--- config.mk ---
export PLATFORM = sky130hd
export DESIGN_NAME = ptr_addr_unit
export DESIGN_NICKNAME = d
export VERILOG_FILES = /design/src/rtl/ptr_addr_pkg.sv /design/src/rtl/ptr_mode_decode.sv /design/src/rtl/ptr_addr_calc.sv /design/src/rtl/ptr_bank.sv /design/src/rtl/ptr_resp_ctl.sv /design/src/rtl/ptr_addr_unit.sv
export SDC_FILE = /design/constraint.sdc
export NUM_CORES = 1
export LEC_CHECK = 0
export ABC_AREA = 1
export BUFFER_PORTS_ARGS = -buffer_cell sky130_fd_sc_hd__buf_2
export CAP_MARGIN = 20
export CORE_MARGIN = 3
export CORE_UTILIZATION = 60
export DETAILED_ROUTE_END_ITERATION = 16
export GPL_TIMING_DRIVEN = 1
export HOLD_SLACK_MARGIN = 0.12
export PLACE_DENSITY = 0.83
export SYNTH_ARGS = -nofsm -noshare
export SYNTH_HDL_FRONTEND = slang
export SYNTH_SLANG_ARGS = --single-unit
--- constraint.sdc ---
create_clock -name clk -period 5.5 [get_ports clk]
set_input_delay 0.825 -clock clk [delete_from_list [all_inputs] [get_ports clk]]
set_output_delay 0.825 -clock clk [all_outputs]
set_load 0.1 [all_outputs]
--- src/rtl/ptr_addr_pkg.sv ---
package ptr_addr_pkg;
  typedef enum logic [1:0] {
    SEL_X   = 2'd0,
    SEL_Y   = 2'd1,
    SEL_Z   = 2'd2,
    SEL_RSV = 2'd3
  } ptr_sel_e;

  typedef enum logic [1:0] {
    AM_PLAIN   = 2'd0,
    AM_POSTINC = 2'd1,
    AM_PREDEC  = 2'd2,
    AM_DISP    = 2'd3
  } amode_e;

  typedef struct packed {
    logic       illegal;
    logic       wr_en;
    logic [1:0] idx;
    amode_e     mode;
  } dec_t;
endpackage

--- src/rtl/ptr_mode_decode.sv ---
module ptr_mode_decode
  import ptr_addr_pkg::*;
(
  input  logic [1:0] sel,
  input  logic [1:0] mode,
  input  logic       prog,
  output dec_t       dec
);
  amode_e m;
  logic   bad_data;
  logic   bad_prog;

  always_comb begin
    m        = amode_e'(mode);
    bad_data = (ptr_sel_e'(sel) == SEL_RSV) ||
               ((ptr_sel_e'(sel) == SEL_X) && (m == AM_DISP));
    bad_prog = (m == AM_PREDEC) || (m == AM_DISP);
    dec.mode    = m;
    dec.idx     = prog ? 2'(SEL_Z) : sel;
    dec.illegal = prog ? bad_prog : bad_data;
    dec.wr_en   = !dec.illegal && ((m == AM_POSTINC) || (m == AM_PREDEC));
  end
endmodule

--- src/rtl/ptr_addr_calc.sv ---
module ptr_addr_calc
  import ptr_addr_pkg::*;
#(
  parameter int W      = 16,
  parameter int DISP_W = 6
) (
  input  logic [W-1:0]      base,
  input  amode_e            mode,
  input  logic [DISP_W-1:0] disp,
  output logic [W-1:0]      addr,
  output logic [W-1:0]      next
);
  logic [W-1:0] inc_v;
  logic [W-1:0] dec_v;
  logic [W-1:0] off_v;

  always_comb begin
    inc_v = base + W'(1);
    dec_v = base - W'(1);
    off_v = base + W'(disp);
    unique case (mode)
      AM_POSTINC: begin addr = base;  next = inc_v; end
      AM_PREDEC:  begin addr = dec_v; next = dec_v; end
      AM_DISP:    begin addr = off_v; next = base;  end
      default:    begin addr = base;  next = base;  end
    endcase
  end
endmodule

--- src/rtl/ptr_bank.sv ---
module ptr_bank #(
  parameter int W     = 16,
  parameter int NPTR  = 3,
  parameter int IDX_W = 2
) (
  input  logic                 clk,
  input  logic                 rst_n,
  input  logic                 ld_en,
  input  logic [IDX_W-1:0]     ld_idx,
  input  logic [W-1:0]         ld_data,
  input  logic                 wr_en,
  input  logic [IDX_W-1:0]     wr_idx,
  input  logic [W-1:0]         wr_data,
  input  logic [IDX_W-1:0]     rd_idx,
  output logic [W-1:0]         rd_data,
  output logic [NPTR-1:0][W-1:0] q
);
  for (genvar i = 0; i < NPTR; i++) begin : g_reg
    logic hit_wr;
    logic hit_ld;
    assign hit_wr = wr_en && (wr_idx == IDX_W'(i));
    assign hit_ld = ld_en && (ld_idx == IDX_W'(i));
    always_ff @(posedge clk or negedge rst_n) begin
      if (!rst_n)      q[i] <= '0;
      else if (hit_wr) q[i] <= wr_data;
      else if (hit_ld) q[i] <= ld_data;
    end
  end

  always_comb begin
    rd_data = '0;
    for (int i = 0; i < NPTR; i++)
      if (rd_idx == IDX_W'(i)) rd_data = q[i];
  end
endmodule

--- src/rtl/ptr_resp_ctl.sv ---
module ptr_resp_ctl #(
  parameter int W        = 16,
  parameter int DATA_LAT = 2,
  parameter int PROG_LAT = 3
) (
  input  logic         clk,
  input  logic         rst_n,
  input  logic         req_valid,
  output logic         req_ready,
  output logic         acc,
  input  logic [W-1:0] cap_addr,
  input  logic [W-1:0] cap_ptr,
  input  logic         cap_ill,
  input  logic         cap_prog,
  output logic         resp_valid,
  input  logic         resp_ready,
  output logic [W-1:0] resp_addr,
  output logic [W-1:0] resp_ptr,
  output logic         resp_illegal,
  output logic         resp_prog
);
  localparam int MAX_LAT = (DATA_LAT > PROG_LAT) ? DATA_LAT : PROG_LAT;
  localparam int CNT_W   = $clog2(MAX_LAT) + 1;

  logic             busy;
  logic [CNT_W-1:0] cnt;

  assign req_ready = !busy;
  assign acc       = req_valid && req_ready;

  always_ff @(posedge clk or negedge rst_n) begin
    if (!rst_n) begin
      busy <= 1'b0; cnt <= '0; resp_valid <= 1'b0;
      resp_addr <= '0; resp_ptr <= '0; resp_illegal <= 1'b0; resp_prog <= 1'b0;
    end else if (acc) begin
      busy         <= 1'b1;
      cnt          <= cap_prog ? CNT_W'(PROG_LAT - 1) : CNT_W'(DATA_LAT - 1);
      resp_addr    <= cap_addr;
      resp_ptr     <= cap_ptr;
      resp_illegal <= cap_ill;
      resp_prog    <= cap_prog;
    end else if (busy && !resp_valid) begin
      if (cnt <= CNT_W'(1)) resp_valid <= 1'b1;
      else                  cnt <= cnt - CNT_W'(1);
    end else if (resp_valid && resp_ready) begin
      resp_valid <= 1'b0;
      busy       <= 1'b0;
    end
  end


  resp_hold_chk: assert property (@(posedge clk) disable iff (!rst_n)
    (resp_valid && !resp_ready) |=> (resp_valid && $stable(resp_addr) &&
      $stable(resp_ptr) && $stable(resp_illegal) && $stable(resp_prog)));

  ready_low_chk: assert property (@(posedge clk) disable iff (!rst_n)
    (!req_ready && !(resp_valid && resp_ready)) |=> !req_ready);

  min_lat_chk: assert property (@(posedge clk) disable iff (!rst_n)
    acc |=> !resp_valid);
endmodule

--- src/rtl/ptr_addr_unit.sv ---
module ptr_addr_unit
  import ptr_addr_pkg::*;
#(
  parameter int W        = 16,
  parameter int DISP_W   = 6,
  parameter int NPTR     = 3,
  parameter int DATA_LAT = 2,
  parameter int PROG_LAT = 3
) (
  input  logic              clk,
  input  logic              rst_n,
  input  logic              req_valid,
  output logic              req_ready,
  input  logic [1:0]        req_sel,
  input  logic [1:0]        req_mode,
  input  logic [DISP_W-1:0] req_disp,
  input  logic              req_prog,
  output logic              resp_valid,
  input  logic              resp_ready,
  output logic [W-1:0]      resp_addr,
  output logic [W-1:0]      resp_ptr,
  output logic              resp_illegal,
  output logic              resp_prog,
  input  logic              ld_en,
  input  logic [1:0]        ld_sel,
  input  logic [W-1:0]      ld_data,
  output logic [W-1:0]      ptr_x,
  output logic [W-1:0]      ptr_y,
  output logic [W-1:0]      ptr_z
);
  localparam int IDX_W = 2;

  dec_t                   dec;
  logic                   acc;
  logic [W-1:0]           base;
  logic [W-1:0]           ea;
  logic [W-1:0]           nxt;
  logic [NPTR-1:0][W-1:0] regs;

  ptr_mode_decode u_dec (
    .sel(req_sel), .mode(req_mode), .prog(req_prog), .dec(dec)
  );

  ptr_bank #(.W(W), .NPTR(NPTR), .IDX_W(IDX_W)) u_bank (
    .clk(clk), .rst_n(rst_n),
    .ld_en(ld_en), .ld_idx(ld_sel), .ld_data(ld_data),
    .wr_en(acc && dec.wr_en), .wr_idx(dec.idx), .wr_data(nxt),
    .rd_idx(dec.idx), .rd_data(base), .q(regs)
  );

  ptr_addr_calc #(.W(W), .DISP_W(DISP_W)) u_calc (
    .base(base), .mode(dec.mode), .disp(req_disp), .addr(ea), .next(nxt)
  );

  ptr_resp_ctl #(.W(W), .DATA_LAT(DATA_LAT), .PROG_LAT(PROG_LAT)) u_ctl (
    .clk(clk), .rst_n(rst_n), .req_valid(req_valid), .req_ready(req_ready),
    .acc(acc),
    .cap_addr(dec.illegal ? '0 : ea), .cap_ptr(dec.illegal ? '0 : nxt),
    .cap_ill(dec.illegal), .cap_prog(req_prog),
    .resp_valid(resp_valid), .resp_ready(resp_ready),
    .resp_addr(resp_addr), .resp_ptr(resp_ptr),
    .resp_illegal(resp_illegal), .resp_prog(resp_prog)
  );

  assign ptr_x = regs[0];
  assign ptr_y = regs[1];
  assign ptr_z = regs[2];


  illegal_keep_chk: assert property (@(posedge clk) disable iff (!rst_n)
    (acc && dec.illegal && !ld_en) |=> ($stable(ptr_x) && $stable(ptr_y) && $stable(ptr_z)));

  plain_keep_chk: assert property (@(posedge clk) disable iff (!rst_n)
    (acc && !dec.illegal && !ld_en && (dec.mode == AM_PLAIN || dec.mode == AM_DISP))
      |=> ($stable(ptr_x) && $stable(ptr_y) && $stable(ptr_z)));

  postinc_rel_chk: assert property (@(posedge clk) disable iff (!rst_n)
    (acc && dec.wr_en && dec.mode == AM_POSTINC) |=> (resp_ptr == resp_addr + W'(1)));

  predec_rel_chk: assert property (@(posedge clk) disable iff (!rst_n)
    (acc && dec.wr_en && dec.mode == AM_PREDEC) |=> (resp_ptr == resp_addr));
endmodule

Word level (Yosys, flattened, before mapping)

Cells that the tools add are included.

Output and inout port bits: 84
Bits of input ports: 34
Flip-flop bits (word level): 87

Equality and inequality tests: 11
Bitwise operators: 1
Reduce and logical (&&, ||, !) cells: 30
Mux-type cells: 24
$lt $le $gt $ge: 1
$add $sub $neg: 4

Operator list:

| cell                                                                              | count |
|---|---|
| 16-bit 2-to-1 mux                                                                 | 11 |
| 16-bit case mux with 2 select lines                                               | 2 |
| 16-bit by 1-bit adder with 16-bit output (second input constant)                  | 1 |
| 16-bit by 6-bit adder with 16-bit output                                          | 1 |
| 16-bit by 1-bit subtractor with 16-bit output (second input constant)             | 1 |
| 1-bit logical AND                                                                 | 12 |
| 2-bit nonzero test                                                                | 6 |
| 2-bit equality test (second input constant)                                       | 5 |
| 3-bit 2-to-1 mux                                                                  | 3 |
| 2-bit by 1-bit equality test with 1-bit output (second input constant)            | 3 |
| 2-bit zero test                                                                   | 3 |
| 1-bit 2-to-1 mux                                                                  | 6 |
| 2-bit inequality test (second input constant)                                     | 3 |
| 2-bit 2-to-1 mux                                                                  | 2 |
| 2-bit AND reduction                                                               | 2 |
| 3-bit by 1-bit less-or-equal comparator with 1-bit output (second input constant) | 1 |
| 1-bit zero test                                                                   | 3 |
| 1-bit logical OR                                                                  | 3 |
| 3-bit AND reduction                                                               | 1 |
| 3-bit by 1-bit subtractor with 3-bit output (second input constant)               | 1 |
| 1-bit NOT                                                                         | 1 |

Logic depth before layout (Yosys ltp)

Gate-level depths: netlist of run 1.

Depth after elaboration: 9
Mapped depth: 19

Modules after synthesis

A second synthesis of run 1 with hierarchy kept.

Cell total of the unflattened synthesis: 1,099
Area total of the unflattened synthesis: 6,909.1 um^2

Modules (own cells, without submodules):

| module          | area each (um^2) | instances | cells each |
|---|---|---|---|
| ptr_bank        | 2,934.1          | 1         | 426 |
| ptr_addr_calc   | 1,973.1          | 1         | 407 |
| ptr_resp_ctl    | 1,609.0          | 1         | 180 |
| ptr_addr_unit   | 281.5            | 1         | 69 |
| ptr_mode_decode | 111.4            | 1         | 17 |

Worst setup path after synthesis of run 1

Ideal clock, no wire load.

Kind: input to register
From: in req_prog
To: reg u_ctl.resp_addr[12]
Buffers on the path: 0
Data required time: 5,380 ps
Setup time: 120 ps
Cell stages on the path: 15
Slack: 2,682 ps
Arrival time: 2,698 ps
Path through: inv_2 > nand2_4 > nand3_1 > nand3_2 > ha_1 > a21oi_1 > nor2_1 > a211oi_1 > nand2_1 > nand2_1 > o21ai_0 > o211ai_1 > nand3_1 > nand2_1 > nand2_1

Cells in the longest elaborated chain, start to end: 8
Elaborated cells between the ends (all ways): 12
Classes of those cells: add/sub: 2; eq/ne: 2; mux: 7; reduce/logical: 1

RTL lines:

| what                                                                                                      | line                                     | text |
|---|---|---|
| from (decl)                                                                                               | ptr_addr_unit.sv:17                      | `input logic req_prog,` |
| 2-bit 2-to-1 mux                                                                                          | ptr_mode_decode.sv:19                    | `dec.idx = prog ? 2'(SEL_Z) : sel;` |
| 2-bit zero test                                                                                           | ptr_bank.sv:33                           | `if (rd_idx == IDX_W'(i)) rd_data = q[i];` |
| 16-bit 2-to-1 mux (3 in a row)                                                                            | ptr_bank.sv:33                           |  |
| 16-bit by 6-bit adder with 16-bit output or 16-bit by 1-bit subtractor with 16-bit output (tied branches) | ptr_addr_calc.sv:20, ptr_addr_calc.sv:19 |  |
| 16-bit case mux with 2 select lines                                                                       | ptr_addr_calc.sv:21                      | `unique case (mode)` |
| 16-bit 2-to-1 mux (*)                                                                                     | ptr_addr_unit.sv:58                      | `.cap_addr(dec.illegal ? '0 : ea), .cap_ptr(dec.illegal ? '0 : nxt),` |
| to (signal assigned)                                                                                      | ptr_resp_ctl.sv:38                       | `resp_addr <= cap_addr;` |
| to (decl)                                                                                                 | ptr_resp_ctl.sv:17                       | `output logic [W-1:0] resp_addr,` |

Every way passes the cells marked *; elsewhere a longest branch is shown, timed or not.
A chain may end at the register's enable or synchronous reset.

Worst setup path in the final report of run 1

From: in req_mode[0]
To: reg u_bank.q[22] (netlist bit)

Cells in the longest elaborated chain, start to end: 9
Elaborated cells between the ends (all ways): 15
Classes of those cells: eq/ne: 3; mux: 3; reduce/logical: 9

RTL lines:

| what                                                    | line                                         | text |
|---|---|---|
| from (decl)                                             | ptr_addr_unit.sv:15                          | `input logic [1:0] req_mode,` |
| 2-bit equality test                                     | ptr_mode_decode.sv:16, ptr_mode_decode.sv:17 |  |
| 1-bit logical AND                                       | ptr_mode_decode.sv:16                        | `((ptr_sel_e'(sel) == SEL_X) && (m == AM_DISP));` |
| 1-bit logical OR                                        | ptr_mode_decode.sv:15                        | `bad_data = (ptr_sel_e'(sel) == SEL_RSV) \|\|` |
| 1-bit 2-to-1 mux                                        | ptr_mode_decode.sv:20                        | `dec.illegal = prog ? bad_prog : bad_data;` |
| 1-bit zero test                                         | ptr_mode_decode.sv:21                        | `dec.wr_en = !dec.illegal && ((m == AM_POSTINC) \|\| (m == AM_PREDEC));` |
| 1-bit logical AND                                       | ptr_mode_decode.sv:21                        |  |
| 1-bit logical AND                                       | ptr_addr_unit.sv:47                          | `.wr_en(acc && dec.wr_en), .wr_idx(dec.idx), .wr_data(nxt),` |
| 1-bit logical AND                                       | ptr_bank.sv:21                               | `assign hit_wr = wr_en && (wr_idx == IDX_W'(i));` |
| 16-bit 2-to-1 mux or 2-bit nonzero test (tied branches) | -                                            |  |
| to (signal, indexed assignment)                         | ptr_bank.sv:25                               | `else if (hit_wr) q[i] <= wr_data;` |
| to (signal, indexed assignment)                         | ptr_bank.sv:26                               | `else if (hit_ld) q[i] <= ld_data;` |
| to (decl)                                               | ptr_bank.sv:16                               | `output logic [NPTR-1:0][W-1:0] q` |

Parallel ways exist; a longest one is shown, timed or not.

==> impl_metrics.toml, run 1 <==
[status]
status = "finished clean"

[yosys]
ys_types = 43
synth_seq_area_share_pct = 34.6
syn_area_mm2 = 0.00628
synth_nets = 974
syn_avg_cell_area_um2 = 6.77
ys_warn_count = 0
synthCells = 928
ys_seq_elements = 87

[sta]
fin_setup_tns_ps = 0
period_share_pct = 75.7
finalSetupViolations = 0
relSlewSlack_pct = 47.0
hold_viol_final = 0
fin_crit_ps = 4170
worstMarginPinSlew_ps = 795
slew_viol_final = 0
fin_skew_ps = 10.5
fmax_mhz = 240
fin_ws_ps = 1330
grt_setup_unrepaired = "no"

[clock_tree]
cts_sinks = 87
cts_tree = "yes"
hold_buffers = 0
cts_setup_buffers = 0
cts_root_buf = "clkbuf_8"
cts.htree.levels = 3
insertion_delay_ps = 380
cts.path.max_buffers = 2
path_clk_slew_ps = 100
numCtsBuffers = 9
cts_resized = 0

[worst_setup_path]
critical_path_class = "input port to flop"
start_kind = "input port"
cpPeakStageDelay_ps = 600
crit_top_cell = "inv_1"
cp_data_arrival_time_ps = 4470
r2r-end = "u_bank.q[22]"
reg2reg_slack_ps = 2270
cp_slowest_cell = "ha_1"
rr_startpoint = "u_ctl.busy"
r2r_cells = 13
cp_cell_sequence = "buf_2 -> inv_1 -> ha_1 -> nor2_4 -> inv_1 -> o211ai_2 -> nand2_4 -> nor3_2 -> buf_4 -> inv_1 -> nand2_1 -> inv_2 -> nand2_1 -> o31ai_1 -> o21bai_1"
endpoint_kind = "flop"
cp_num_buf_inv = 6
required_ps = 5810
crit_fanout = 27
critical-path-top-delay-family = "buffers and inverters"

[routing]
met1Wirelength_um = 7970
wl_met3_um = 2700
drt_iter0_markers = 871
ant_nets = 0
via_per_inst = 6.03
post_drt_wl_per_cell_um = 17.8
dr.pass1.iters = 6
dr.max_layer_used = "met4"
num_vias = 7026
wl_met2_um = 9130
drt_wl_total_um = 20800
drc = 0

[global_routing]
grt_overflow = 0
grt_pass1_wl_um = 33100
grtUsageTotal_pct = 36.5
antenna_found_initial = 0
grt_pass1_vias = 6493
grt_max_degree = 56

[die]
die_area_mm2 = 0.0117
row_count = 36
ioPinCount = 118
die_h_um = 108
start_util_pct = 63.1
core_region_area_mm2 = 0.00995
die_width_um = 108

[place]
globalplace.congestion = 1.00
dp_cells = 1150
place_ws_ps = 1140
port_buffers = 117
place_hpwl_um = 15000

[power_and_ir_drop]
combPwrFrac_pct = 64.4
pwr-share-clk_pct = 11.5
switching_share_pct = 63.9
power_mw = 4.21
worst_ir_drop_vdd_mv = 0.524
internal_power_mw = 1.52
pwr_density_cell_mw_per_mm2 = 592
switchingPower_mw = 2.69
power_frac_seq_pct = 24.0
p_leak_nw = 3.79

[layout]
final_common_cell = "nand2_1"
drive_gt1_share_pct = 20.3
diodes = 0
nNetsFinal = 1074
area_growth_pct = 13.3
final_cell_mix = "nand2_1 (309), nand3_1 (133), buf_2 (116)"
fin_cells = 1166

[worst_hold_path]
hold_class = "input port to asynchronous set/reset pin"

[run]
cap_violations = 0
how the worst max path moves through the flow:
| stage | startpoint | end | slack [ps] | depth (start not counted) |
|---|---|---|---|---|
| 6_report | req_mode[0] | u_bank.q[22] | 1330 | 15 |
| 3_3_place_gp | req_mode[0] | u_bank.q[26] | 1260 | 15 |
| 3_5_place_dp | req_mode[0] | u_bank.q[26] | 1140 | 15 |
| 5_1_grt | req_mode[0] | u_bank.q[26] | 1040 | 14 |
| 4_1_cts | req_mode[0] | u_bank.q[22] | 1490 | 15 |
| 2_1_floorplan | req_prog | u_ctl.resp_addr[12] | 2680 | 15 |
stage by stage:
stage / utilization, % / hold WS (ps) / area (um2)
6_report: 71.5 / 371 / 7120
5_1_grt: 71.5 / 403 / 7120
4_1_cts: 71.5 / 387 / 7120
3_5_place_dp: 69.5 / 463 / 6910
3_3_place_gp: 69.5 / 457 / 6910
2_1_floorplan: - / 442 / 6280
power groups by stage:
stage / Sequential [mW] / Combinational (mW) / Clock [mW]
after floorplan: 2.48 / 0.730 / 0
after global placement: 1.01 / 2.67 / 0
after detailed placement: 1.01 / 2.69 / 0
after CTS: 1.01 / 2.70 / 0.483
after global routing: 1.04 / 2.85 / 0.508
final: 1.01 / 2.71 / 0.486
layer usage:
metal	up-vias	GRT usage (%)
met5	-	0
met4	0	17.9
met3	106	8.42
met2	516	55.1
met1	3133	49.3
li1	3271	-
cells in the mapped netlist, drive strengths merged:
cell | number | area, um2
inv | 86 | 323
a32o | 2 | 20.0
a22oi | 2 | 15.0
a31oi | 2 | 12.5
nand2 | 323 | 1260
a21o | 1 | 7.51
nand4 | 4 | 25.0
nand3 | 148 | 846
buf | 19 | 113
clkinv | 1 | 3.75
ha | 12 | 150
o221ai | 2 | 17.5
a221oi | 1 | 8.76
o21ai | 81 | 424
clkbuf | 15 | 56.3
a211oi | 1 | 7.51
o211ai | 16 | 125
a21boi | 7 | 56.3
o31ai | 3 | 22.5
o21bai | 4 | 30.0
dfrtp | 87 | 2180
nor2 | 71 | 352
nor3 | 6 | 56.3
o21a | 3 | 22.5
a21oi | 31 | 155
cell families (layout without fill, tap and decap cells):
group	after synthesis	in the layout	synth area share [%]
buf+inv	121	226	7.89
compound gates	156	156	14.7
flops	87	87	34.6
simple gates	552	552	40.4
fa+ha+maj	12	12	2.39
flip-flops by register name, indices dropped and copies added (netlist names):
signal / count
u_ctl.resp_addr: 16
u_ctl.resp_prog: 1
u_ctl.cnt: 3
u_ctl.busy: 1
u_ctl.resp_valid: 1
u_ctl.resp_ptr: 16
u_bank.q: 48
u_ctl.resp_illegal: 1
worst reg2reg max path, delay by kind of cell (launching register included):
| kind | cells | cell delay (ps) |
|---|---|---|
| simple gates | 5 | 890 |
| compound gates | 2 | 220 |
| buf+inv | 6 | 1720 |
| flops | 1 | 350 |
cell type report:
class | count | area (um2)
Fill cell | 872 | 2830
Inverter | 87 | 327
Timing Repair Buffer | 123 | 633
Multi-Input combinational cell | 720 | 3610
Clock inverter | 4 | 52.6
Clock buffer | 12 | 155
Tap cell | 133 | 166
Sequential cell | 87 | 2180
Note: power is estimated with default switching activity, not from simulation.
==> run 2: changes to the inputs <==
--- a/config.mk
+++ b/config.mk
@@ -9,11 +9,11 @@
 export BUFFER_PORTS_ARGS = -buffer_cell sky130_fd_sc_hd__buf_2
 export CAP_MARGIN = 20
 export CORE_MARGIN = 3
-export CORE_UTILIZATION = 60
+export CORE_UTILIZATION = 51
 export DETAILED_ROUTE_END_ITERATION = 16
 export GPL_TIMING_DRIVEN = 1
 export HOLD_SLACK_MARGIN = 0.12
-export PLACE_DENSITY = 0.83
+export PLACE_DENSITY = 0.75
 export SYNTH_ARGS = -nofsm -noshare
 export SYNTH_HDL_FRONTEND = slang
 export SYNTH_SLANG_ARGS = --single-unit
==> constraint.sdc (replaced) <==
create_clock -name clk -period 3.53 [get_ports clk]
set_input_delay 0.5295 -clock clk [delete_from_list [all_inputs] [get_ports clk]]
set_output_delay 0.5295 -clock clk [all_outputs]
set_load 0.1 [all_outputs]
==> run 2 against run 1 <==
- die area grew 17%
- non-clock buffer count increased by 17
- critical endpoint is now u_ctl.resp_addr[12]
- clock skew is 1.8 ps lower
- first-iteration DRC count decreased by 22%
==> impl_metrics.toml, run 2 (synthesis gave the netlist of run 1 again) <==
[global_routing]
grt_max_degree = 39
grt_overflow = 0
antenna_found_initial = 0
grt_pass1_wl_um = 33900
grtUsageTotal_pct = 32.2
grt_pass1_vias = 6330

[layout]
max_flop_register = "u_bank.q"
postLayoutCoreUtil_pct = 62.7
area_growth_pct = 16.8
multi_input_area_mm2 = 0.00361
fin_cells = 1193
seq_area_mm2 = 0.00218
largestRegisters = "u_bank.q x48, u_ctl.resp_addr x16, u_ctl.resp_ptr x16"
final_cell_mix = "nand2_1 (309), nand3_1 (133), buf_2 (116)"
diodes = 0
fillerInstances = 1135
final_common_cell = "nand2_1"
drive_gt1_share_pct = 21.5
nNetsFinal = 1091
largest_reg_flops = 48

[clock_tree]
path_clk_slew_ps = 70
cts_tree = "yes"
cts.htree.levels = 3
cts_setup_buffers = 0
cts_sinks = 87
cts.path.max_buffers = 2
cts_resized = 0
cts_root_buf = "clkbuf_16"
insertion_delay_ps = 360
hold_buffers = 1
numCtsBuffers = 9

[worst_setup_path]
cp_slowest_cell = "ha_1"
critical_path_class = "input port to flop"
critical-path-top-delay-family = "simple AND/OR/NAND/NOR gates"
r2r_cells = 13
cpPeakStageDelay_ps = 340
cp_num_buf_inv = 2
start_kind = "input port"
reg2reg_slack_ps = 930
rr_startpoint = "u_bank.q[3]"
required_ps = 3780
r2r-end = "u_ctl.resp_addr[12]"
endpoint_kind = "flop"
cp_cell_sequence = "buf_2 -> inv_2 -> nor2_2 -> nand3_1 -> nand3_2 -> ha_1 -> nand2_1 -> nor2_1 -> a211oi_1 -> nand2_1 -> nand2_1 -> o21ai_0 -> o211ai_1 -> nand3_1 -> nand2_1 -> nand2_1"
crit_top_cell = "nand2_1"
cp_data_arrival_time_ps = 3090
crit_fanout = 17

[die]
start_util_pct = 53.7
row_count = 39
die_h_um = 117
core_region_area_mm2 = 0.0117
ioPinCount = 118
die_width_um = 117
die_area_mm2 = 0.0137

[worst_hold_path]
min_to = "u_ctl.busy"
whs_path_depth = 2
hold_class = "input port to flop"
min-delay-start = "resp_ready"

[place]
dp_cells = 1176
place_ws_ps = 368
port_buffers = 117
globalplace.congestion = 0.943
place_hpwl_um = 16200

[sta]
finalSetupViolations = 0
fmax_mhz = 352
period_share_pct = 80.5
fin_setup_tns_ps = 0
fin_crit_ps = 2840
fin_ws_ps = 688
fin_skew_ps = 8.66
grt_setup_unrepaired = "no"
relSlewSlack_pct = 48.1
slew_viol_final = 0
worstMarginPinSlew_ps = 770
hold_viol_final = 0

[power_and_ir_drop]
combPwrFrac_pct = 62.7
worst_ir_drop_vdd_mv = 0.613
power_mw = 6.77
p_leak_nw = 3.90
pwr_density_cell_mw_per_mm2 = 922
internal_power_mw = 2.51
power_frac_seq_pct = 23.6
switching_share_pct = 62.9
pwr-share-clk_pct = 13.7
switchingPower_mw = 4.26

[routing]
via_per_inst = 5.82
dr.pass1.iters = 5
drc = 0
drt_wl_total_um = 21400
drt_iter0_markers = 680
ant_nets = 0
num_vias = 6949
post_drt_wl_per_cell_um = 17.9

[status]
status = "finished clean"

[run]
cap_violations = 0
==> run 2: worst max path at each step <==
stage | endpoint | cells past startpoint | slack, ps | startpoint
6_report | u_ctl.resp_addr[12] | 16 | 690 | req_sel[0]
5_1_grt | u_ctl.resp_addr[12] | 16 | 440 | req_sel[0]
4_1_cts | u_ctl.resp_addr[10] | 16 | 730 | req_sel[0]
3_5_place_dp | u_ctl.resp_addr[10] | 16 | 370 | req_sel[0]
3_3_place_gp | u_ctl.resp_addr[6] | 15 | 390 | req_sel[0]
2_1_floorplan | u_ctl.resp_addr[12] | 13 | 820 | u_bank.q[35]
==> run 2: routing by layer <==
layer | track usage, % | wire length, um | part of all wire, %
met5 | 0 | 0 | 0
met1 | 45.3 | 9060 | 42
met4 | 10.9 | 641 | 3.0
met3 | 6.58 | 1950 | 9.1
met2 | 49.6 | 9750 | 46
==> run 2: worst register-to-register path: cells and delay by family, from the launching register on <==
kind,cells,cell delay [ps]
AOI/OAI and AO/OA,4,660
DFF,1,430
and+or+nand+nor,8,990
adders and majority gates,1,420
==> run 2: layout make-up <==
type	count	share of cell area [%]
clock buffers	10	3.12
clock inverters	6	0.716
inverters	87	4.45
multi-input cells	720	49.2
flip-flops and latches	87	29.7
well taps	143	2.44
repair buffers	140	10.4
==> run 2: power by group through the flow <==
| stage | Sequential, mW | Combinational (mW) | Clock (mW) |
|---|---|---|---|
| final | 1.59 | 4.24 | 0.930 |
| after global routing | 1.64 | 4.48 | 0.980 |
| after CTS | 1.59 | 4.23 | 0.939 |
| after detailed placement | 1.60 | 4.23 | 0 |
| after global placement | 1.60 | 4.21 | 0 |
| after floorplan | 3.86 | 1.14 | 0 |
==> run 2: per-stage QoR <==
stage / cell area (um2) / hold slack (ps)
2_1_floorplan: 6280 / 234
3_3_place_gp: 7050 / 390
3_5_place_dp: 7050 / 386
4_1_cts: 7340 / 387
5_1_grt: 7340 / 409
6_report: 7340 / 393
==> run 3: changes to the inputs <==
==> constraint.sdc (replaced) <==
create_clock -name clk -period 2.3 [get_ports clk]
set_input_delay 0.345 -clock clk [delete_from_list [all_inputs] [get_ports clk]]
set_output_delay 0.345 -clock clk [all_outputs]
set_load 0.1 [all_outputs]
==> run 3 against run 2 <==
- clock power up 77%
- clock-buffer cell count down 1
- sequential cell count unchanged
- via count up 7.7%
- critical path depth down 4
- critical path type is now flop to flop
- largest cell class unchanged
- highest routed layer unchanged
==> impl_metrics.toml, run 3 (synthesis gave the netlist of run 1 again) <==
[clock_tree]
cts_sinks = 87
cts.htree.levels = 3
numCtsBuffers = 9
path_clk_slew_ps = 70
insertion_delay_ps = 360
cts.path.max_buffers = 2
cts_tree = "yes"
cts_root_buf = "clkbuf_16"

[layout]
largestRegisters = "u_bank.q x48, u_ctl.resp_addr x16, u_ctl.resp_ptr x16"
final_cell_mix = "nand2_1 (302), buf_4 (132), nand3_1 (128)"
fin_cells = 1304
fin_area_mm2 = 0.00842
largest_reg_flops = 48
final_common_cell = "nand2_1"
drive_gt1_share_pct = 32.8
area_growth_pct = 34.1
nNetsFinal = 1202
diodes = 0
max_flop_register = "u_bank.q"

[worst_setup_path]
required_ps = 2530
cp_slowest_cell = "dfrtp_4"
r2r-end = "u_ctl.resp_ptr[14]"
cpPeakStageDelay_ps = 470
crit_fanout = 6
cp_cell_sequence = "nand4_1 -> nand3_4 -> inv_1 -> ha_1 -> nand3_4 -> nor2_2 -> nand2_1 -> nand2_1 -> nand3_1 -> nand3_1 -> nand2_2 -> o21ai_1"
cp_data_arrival_time_ps = 2480
r2r_cells = 12
rr_startpoint = "u_bank.q[17]"
endpoint_kind = "flop"
reg2reg_slack_ps = 50
start_kind = "flop"
critical_path_class = "flop to flop"

[die]
row_count = 39
ioPinCount = 118
core_region_area_mm2 = 0.0117
die_area_mm2 = 0.0137
die_width_um = 117
die_h_um = 117
start_util_pct = 53.7

[global_routing]
antenna_found_initial = 0
grt_pass1_vias = 6865
grt_pass1_wl_um = 35400
grtUsageTotal_pct = 33.8
grt_overflow = 0
grt_max_degree = 52

[power_and_ir_drop]
p_leak_nw = 4.46
pwr_density_cell_mw_per_mm2 = 1330
worst_ir_drop_vdd_mv = 1.29

[run]
cap_violations = 0

[routing]
via_per_inst = 5.74
drc = 0
num_vias = 7487
ant_nets = 0
drt_iter0_markers = 701
post_drt_wl_per_cell_um = 17.5
dr.pass1.iters = 5
drt_wl_total_um = 22800

[sta]
finalSetupViolations = 0
slew_viol_final = 0
whs_ps = 197
worstMarginPinSlew_ps = 519
fin_setup_tns_ps = 0
fin_skew_ps = 13.7
fmax_mhz = 445
grt_setup_unrepaired = "yes"
hold_viol_final = 0
relSlewSlack_pct = 65.4
fin_crit_ps = 2250
fin_ws_ps = 52.3
period_share_pct = 97.7

[worst_hold_path]
min-delay-start = "resp_ready"
hold_class = "input port to flop"
whs_path_depth = 2
min_to = "u_ctl.busy"

[place]
place_hpwl_um = 17100
dp_cells = 1283
globalplace.congestion = 0.976
dpl-instance-area_mm2 = 0.00795
place_ws_ps = -341
port_buffers = 117

[status]
status = "finished clean"
run 3: cell count changes in the layout (fill, tap and decap cells not counted), moves of 3 or more:
cell	delta
nand2_1	-7
buf_4	+109
dfrtp_2	+13
o21ai_0	-3
ha_1	-3
dfrtp_4	+6
nand3_1	-5
ha_4	+3
nor2_1	-4
nand2_2	+7
dfrtp_1	-19
nand3_4	+3
run 3: final cells by class:
type                            instances  area [um2]
Clock buffer                            9         225
Clock inverter                          7         101
Fill cell                            1005        3290
Inverter                               87         330
Multi-Input combinational cell        720        3750
Sequential cell                        87        2220
Tap cell                              143         179
Timing Repair Buffer                  251        1620
run 3: repair_timing:
item	4_1_cts	5_1_grt
pin swaps	1	6
hold buffers	1	0
hold endpoints to repair	60	0
setup buffers	0	4
endpoints found under the setup margin	6	56
gates resized for setup	3	26
run 3: power breakdown:
part	leakage, nW	switching [mW]	total [mW]	internal (mW)
clock	0.158	0.684	1.65	0.966
combinational	3.22	5.63	7.11	1.48
sequential	1.07	0.387	2.46	2.07
total	4.46	6.70	11.2	4.52
run 3: worst max-delay path by stage:
stage / start / endpoint / slack (ps) / depth (start not counted)
floorplan: req_prog / u_ctl.resp_addr[8] / 0.09 / 17
global placement: req_prog / u_bank.q[44] / -210 / 16
detailed placement: req_prog / u_ctl.resp_addr[8] / -340 / 17
CTS: u_bank.q[3] / u_ctl.resp_addr[14] / 20 / 13
global route: u_bank.q[3] / u_ctl.resp_addr[10] / -20 / 13
finish: u_bank.q[17] / u_ctl.resp_ptr[14] / 50 / 12
run 3: critical path, delay by kind of cell, from the launching register on:
kind | cells | cell delay [ps]
flops | 1 | 470
compound gates | 1 | 300
simple gates | 9 | 1020
buf+inv | 1 | 90
fa+ha+maj | 1 | 240
run 3: metrics by stage:
step	utilization [%]	power (mW)
2_1_floorplan	-	7.72
3_3_place_gp	67.9	9.37
3_5_place_dp	67.9	9.43
4_1_cts	70.8	11.1
5_1_grt	71.9	11.7
6_report	71.9	11.2
run 3: metal layers:
metal | vias to the layer above | wire [um] | global-route usage (%)
met2 | 407 | 10600 | 55.0
li1 | 3531 | - | -
met5 | - | 0 | 0
met4 | 0 | 747 | 14.1
met1 | 3489 | 9350 | 45.9
met3 | 60 | 2110 | 3.91
